`config.mk`:
```
export PLATFORM = sky130hd
export DESIGN_NAME = phy_mgmt_regs
export DESIGN_NICKNAME = d
export VERILOG_FILES = /design/src/rtl/phy_mgmt_pkg.sv /design/src/rtl/phy_reg_store.sv /design/src/rtl/phy_read_mux.sv /design/src/rtl/phy_mgmt_regs.sv
export SDC_FILE = /design/constraint.sdc
export NUM_CORES = 1
export LEC_CHECK = 0
export ABC_CLOCK_PERIOD_IN_PS = 1500
export BUFFER_PORTS_ARGS = -buffer_cell sky130_fd_sc_hd__buf_4
export CORE_MARGIN = 2
export CORE_UTILIZATION = 55
export DETAILED_ROUTE_END_ITERATION = 8
export PLACE_DENSITY = 0.74
export SLEW_MARGIN = 0
export SYNTH_ARGS = -nofsm -noshare
export SYNTH_HDL_FRONTEND = slang
export SYNTH_SLANG_ARGS = --single-unit
export TNS_END_PERCENT = 10
```
`constraint.sdc`:
```
create_clock -name clk -period 1.5 [get_ports clk]
set_input_delay 0.075 -clock clk [delete_from_list [all_inputs] [get_ports clk]]
set_output_delay 0.075 -clock clk [all_outputs]
set_load 0.02 [all_outputs]
```
`src/rtl/phy_mgmt_pkg.sv`:
```
package phy_mgmt_pkg;

    localparam int REG_W    = 16;
    localparam int NUM_REGS = 32;
    localparam int IDX_W    = $clog2(NUM_REGS);

    localparam logic [IDX_W-1:0] IDX_CTRL    = IDX_W'(0);
    localparam logic [IDX_W-1:0] IDX_STATUS  = IDX_W'(1);
    localparam logic [IDX_W-1:0] IDX_ID_HI   = IDX_W'(2);
    localparam logic [IDX_W-1:0] IDX_ID_LO   = IDX_W'(3);
    localparam logic [IDX_W-1:0] IDX_ADV     = IDX_W'(4);
    localparam logic [IDX_W-1:0] IDX_PARTNER = IDX_W'(5);
    localparam logic [IDX_W-1:0] IDX_DIAG    = IDX_W'(18);

    // advertisement field position inside register 4
    localparam int ADV_LSB = 5;
    localparam int ADV_MSB = 8;

    // diagnostic word bit positions
    localparam int DIAG_SPEED_BIT  = 10;
    localparam int DIAG_DUPLEX_BIT = 11;

    localparam logic [REG_W-1:0] RST_CTRL  = 16'h3100;
    localparam logic [REG_W-1:0] RST_ID_HI = 16'h0300;
    localparam logic [REG_W-1:0] RST_ID_LO = 16'hE400;
    localparam logic [REG_W-1:0] RST_ADV   = 16'h01E1;

    typedef struct packed {
        logic full_100;
        logic half_100;
        logic full_10;
        logic half_10;
    } adv_modes_t;

    typedef enum logic [1:0] {
        SRC_STORED,
        SRC_STATUS,
        SRC_PARTNER,
        SRC_DIAG
    } rd_src_e;

    function automatic logic [REG_W-1:0] reset_word(input int idx);
        logic [REG_W-1:0] w;
        case (idx)
            int'(IDX_CTRL):  w = RST_CTRL;
            int'(IDX_ID_HI): w = RST_ID_HI;
            int'(IDX_ID_LO): w = RST_ID_LO;
            int'(IDX_ADV):   w = RST_ADV;
            default:         w = '0;
        endcase
        return w;
    endfunction

    function automatic adv_modes_t adv_decode(input logic [REG_W-1:0] adv_reg);
        return adv_modes_t'(adv_reg[ADV_MSB:ADV_LSB]);
    endfunction

    function automatic rd_src_e classify(input logic [IDX_W-1:0] idx);
        rd_src_e s;
        case (idx)
            IDX_STATUS:  s = SRC_STATUS;
            IDX_PARTNER: s = SRC_PARTNER;
            IDX_DIAG:    s = SRC_DIAG;
            default:     s = SRC_STORED;
        endcase
        return s;
    endfunction

    function automatic logic [REG_W-1:0] status_word(input logic link);
        logic [REG_W-1:0] w;
        w = '0;
        if (link) begin
            w[14] = 1'b1;   // 100 full able
            w[13] = 1'b1;   // 100 half able
            w[12] = 1'b1;   // 10 full able
            w[11] = 1'b1;   // 10 half able
            w[5]  = 1'b1;   // negotiation done
            w[3]  = 1'b1;   // negotiation able
            w[2]  = 1'b1;   // link
        end
        return w;
    endfunction

    function automatic logic [REG_W-1:0] partner_word(input logic [REG_W-1:0] adv_reg);
        logic [REG_W-1:0] w;
        w = '0;
        w[14] = 1'b1;
        w[ADV_MSB:ADV_LSB] = adv_reg[ADV_MSB:ADV_LSB];
        w[0] = 1'b1;
        return w;
    endfunction

    function automatic logic [REG_W-1:0] diag_word(input logic link, input adv_modes_t m);
        logic [REG_W-1:0] w;
        w = '0;
        if (link) begin
            w[DIAG_SPEED_BIT]  = m.full_100 | m.half_100;
            w[DIAG_DUPLEX_BIT] = m.full_100 | m.full_10;
        end
        return w;
    endfunction

endpackage

```
`src/rtl/phy_reg_store.sv`:
```
module phy_reg_store
    import phy_mgmt_pkg::*;
#(
    parameter int NUM = NUM_REGS,
    parameter int W   = REG_W,
    parameter int IW  = IDX_W
) (
    input  logic          clk,
    input  logic          rst,
    input  logic          wr_en,
    input  logic [IW-1:0] wr_idx,
    input  logic [W-1:0]  wr_data,
    output logic [W-1:0]  regs [NUM]
);

    genvar gi;
    generate
        for (gi = 0; gi < NUM; gi++) begin : g_reg
            localparam logic [IW-1:0] MY_IDX = IW'(gi);
            localparam logic [W-1:0]  MY_RST = W'(reset_word(gi));
            always_ff @(posedge clk) begin
                if (rst) begin
                    regs[gi] <= MY_RST;
                end else if (wr_en && (wr_idx == MY_IDX)) begin
                    regs[gi] <= wr_data;
                end
            end
        end
    endgenerate

endmodule

```
`src/rtl/phy_read_mux.sv`:
```
module phy_read_mux
    import phy_mgmt_pkg::*;
#(
    parameter int NUM = NUM_REGS,
    parameter int W   = REG_W,
    parameter int IW  = IDX_W
) (
    input  logic          link_up,
    input  logic [IW-1:0] rd_idx,
    input  logic [W-1:0]  regs [NUM],
    output logic [W-1:0]  rd_data,
    output logic          duplex_full
);

    adv_modes_t       modes;
    rd_src_e          src;
    logic [W-1:0]     diag_val;

    always_comb begin
        modes    = adv_decode(regs[IDX_ADV]);
        src      = classify(rd_idx);
        diag_val = diag_word(link_up, modes);
        case (src)
            SRC_STATUS:  rd_data = status_word(link_up);
            SRC_PARTNER: rd_data = partner_word(regs[IDX_ADV]);
            SRC_DIAG:    rd_data = diag_val;
            default:     rd_data = regs[rd_idx];
        endcase
        duplex_full = diag_val[DIAG_DUPLEX_BIT];
    end

endmodule

```
`src/rtl/phy_mgmt_regs.sv`:
```
module phy_mgmt_regs
    import phy_mgmt_pkg::*;
#(
    parameter int ADDR_IN_W = 8
) (
    input  logic                 clk,
    input  logic                 rst,
    input  logic                 link_up,
    input  logic                 wr_en,
    input  logic [ADDR_IN_W-1:0] addr,
    input  logic [REG_W-1:0]     wr_data,
    output logic [REG_W-1:0]     rd_data,
    output logic                 duplex_full
);

    logic [IDX_W-1:0] idx;
    logic [REG_W-1:0] regs [NUM_REGS];

    assign idx = addr[IDX_W-1:0];

    generate
        if (ADDR_IN_W > IDX_W) begin : g_hi
            logic unused_addr_hi;
            assign unused_addr_hi = ^addr[ADDR_IN_W-1:IDX_W];
        end
    endgenerate

    phy_reg_store #(
        .NUM (NUM_REGS),
        .W   (REG_W),
        .IW  (IDX_W)
    ) u_store (
        .clk     (clk),
        .rst     (rst),
        .wr_en   (wr_en),
        .wr_idx  (idx),
        .wr_data (wr_data),
        .regs    (regs)
    );

    phy_read_mux #(
        .NUM (NUM_REGS),
        .W   (REG_W),
        .IW  (IDX_W)
    ) u_rd (
        .link_up     (link_up),
        .rd_idx      (idx),
        .regs        (regs),
        .rd_data     (rd_data),
        .duplex_full (duplex_full)
    );

endmodule

```
==> impl_metrics.ini <==
[critical_path]
slowest_stage = a222oi_1
worstSetupPathType = reg -> out
cp.depth = 5
r2r_start = u_store.regs[373]
regToRegEndpoint = u_store.regs[373]
r2r_cells = 3
start_kind = register
critPathMaxFanout = 2
required_ns = 1.42
critical-path-top-delay-family = compound AO/OA/AOI/OAI gates
rrSetupSlack_ns = 0.76
crit_start = u_store.regs[406]
worst_ep_arrival_time_ns = 2.82
path_buf_inv = 1
crit_chain = mux4_2, a211o_1, a222oi_1, nor2_1, buf_4
endpoint_kind = output port
max_stage_delay_ns = 0.74

[layout]
top_regs = u_store.regs: 512 flops
largest_register_ffs = 512
nets = 2879
fin_cells = 3420
antenna_cells = 0
regMostFlops = u_store.regs
layout-drive-gt1-share_pct = 19.2
area_delta_synth_final_pct = 20.8
fin_area_um2 = 27300

[floorplanning]
dieHeight_um = 207
die-area_um2 = 42800
initial_core_util_pct = 55.6
fp.dieW_um = 207
std_cell_rows = 74
core_um2 = 40700
io_pins = 45

[timing]
drv_slew = 0
setup_viol = 17
hold_violations = 0
fin_crit_sh_pct = 193
period_needed_ns = 2.90
totalNegativeSetupSlack_ns = -14.47
rsz0062_at_grt = yes
skew_ns = 0
worst_pin_slew_ns = 1.00
setup_ws_ns = -1.40
relSlewSlack_pct = 33.0
fmax_mhz = 345

[logic_synthesis]
syn_area_per_cell_um2 = 8.28
synth_ff_type = dfxtp_1
post-synth-top-count-cell = nand2_1
synth_area_leaders = dfxtp_1 (45%), nand2_1 (18%), a21oi_1 (11%), mux4_2 (9.3%), mux2i_1 (2.9%)
syn-num-nets = 2760
async_flop_share_pct = 0
netlist_area_um2 = 22600
yosysSeqAreaShare_pct = 45.3
ys_top_cells_by_count = nand2_1 (1062), a21oi_1 (516), dfxtp_1 (512), clkbuf_1 (127), mux4_2 (93)
synth_edf_count = 0
yosys_warnings = 0
ys_types = 62
synth_top_cell_by_area = dfxtp_1
post-synth-top-area-fraction_pct = 45.3
ys_ff_latch = 512
netlist_instances = 2732

[hold_path]
min_from = addr[0]
hp-class = in -> reg
worstHoldEndpoint = u_store.regs[232]
hold_depth = 7

[power_and_ir_drop]
combinationalPowerShare_pct = 8.9
vdd_ir_drop_max_mv = 1.02
p_sw_w = 0.00713
p_leak_nw = 9.38
sw_frac_of_total_pct = 24.4
seqPwrFrac_pct = 47.1
clkPwrFrac_pct = 44.1
power_density_nw_per_um2 = 1070
intPower_w = 0.0221

[clock_network]
cts_made_buffers = 51
cts_tree = yes
htreeDepth = 2
cts_buffer_depth = 3
clkSinkCount = 512
worstSkewPairLatency_ns = 0.61
root_buffer = clkbuf_16
postCtsSetupRepairBufs = 0
clk_pin_slew_worst_paths_ns = 0.07

[drt]
vias = 21340
drt-total-wl_um = 76700
dr.pass1.iters = 8
drt_iter0_drc = 2453
drc_errors = 0
viasPerCell = 6.24
routedWlPerCell_um = 22.4
ant_nets = 0

[global_route]
grt_pass1_vias = 20564
gr-usage-all-layers_pct = 35.8
grt_pass1_wl_um = 117000
antenna_found_initial = 0
grt_max_degree = 92
grt-ovfl-total = 0

[placed_design]
place_area_um2 = 25200
io_buffer_count = 41
placedCellCount = 3313
gp_congestion = 0.972
place_ws_ns = -0.803
hpwlAfterDp_um = 48900

[status]
status = complete, but fails checks
failed_checks = negative setup slack

[flow_run]
cap_violations = 0
==> area by class of cell <==
cell class / count / area [um2]
fill: 3179 / 13400
multi-input combinational: 1988 / 11500
sequential: 512 / 10300
timing repair buffer: 297 / 3250
clock buffer: 78 / 1520
tap: 532 / 666
clock inverter: 12 / 156
inverter: 1 / 3.75
==> how the worst max path moves through the flow <==
stage	to	slack, ns
after floorplan	rd_data[11]	-0.14
after global placement	rd_data[3]	-0.78
after detailed placement	rd_data[3]	-0.80
after CTS	rd_data[6]	-1.17
after global routing	rd_data[6]	-1.35
final	rd_data[6]	-1.40
==> routing by layer <==
metal / share of wire [%] / up-vias / global-route usage [%]
met5: 0 / - / 0
met4: 5.4 / 0 / 19.0
met3: 11 / 252 / 8.01
met2: 45 / 1374 / 55.8
met1: 38 / 10249 / 46.6
li1: - / 9465 / -
==> through the flow <==
step | hold WS [ns] | util [%] | total power (W)
after global routing | 0.286 | 67.1 | 0.0299
after global placement | 0.410 | 61.9 | 0.0164
after floorplan | 0.211 | - | 0.0154
after CTS | 0.234 | 67.1 | 0.0292
after detailed placement | 0.419 | 61.9 | 0.0165
final | 0.260 | 67.1 | 0.0292
==> cell usage in the layout (no fill, tap or decap), types with 4 or more instances in the layout <==
cell,netlist,routed
nor2_2,13,14
clkinv_2,0,5
mux2i_1,66,63
a211oi_1,10,5
a22oi_1,10,8
dfxtp_1,512,506
nor3_1,17,13
a211oi_2,0,5
a21oi_1,516,508
o221a_2,4,4
clkbuf_8,0,13
dlygate4sd3_1,0,17
and2_1,4,4
nor4_1,6,6
o21ai_0,9,8
nor2_1,27,25
nand3b_1,15,15
nand2_1,1062,1062
a21oi_2,0,8
nor4_4,4,4
o22ai_1,18,12
nor2_4,8,9
clkbuf_1,127,14
o221ai_1,12,12
buf_4,24,195
nor2b_1,10,9
buf_6,15,8
nor3_2,4,8
nor3_4,6,6
mux2_2,10,8
buf_12,0,75
clkbuf_16,0,52
dfxtp_2,0,6
mux4_2,93,93
o22ai_2,0,4
nand2b_1,8,8
==> repair_timing <==
action | CTS | global route
hold buffers | 17 | 0
hold endpoints to repair | 509 | 0
endpoints found under the setup margin | 17 | 18
gates cloned | 0 | 0
pin swaps | 13 | 1
gates resized for setup | 57 | 3
==> cell families after synthesis <==
family                 after synthesis  synth area share [%]
multiplexers                       169                  12.7
AND/OR/NAND/NOR                   1207                  22.3
buffers and inverters              232                  5.09
flip-flops                         512                  45.3
AO/OA/AOI/OAI                      612                  14.6
==> tightest hold or removal path, stage by stage <==
cell	delay, ns
buf_6	0.16
nand2b_1	0.11
buf_4	0.15
nor4_4	0.06
buf_12	0.15
nand2_1	0.07
a21oi_1	0.05
==> power by group through the flow <==
stage	Combinational, W	Clock (W)	Sequential [W]
after global routing	0.00266	0.0135	0.0138
after CTS	0.00251	0.0129	0.0138
after global placement	0.00237	0	0.0140
after floorplan	0.00136	0	0.0140
final	0.00259	0.0129	0.0138
after detailed placement	0.00240	0	0.0141
(Power assumes the default switching activity.)
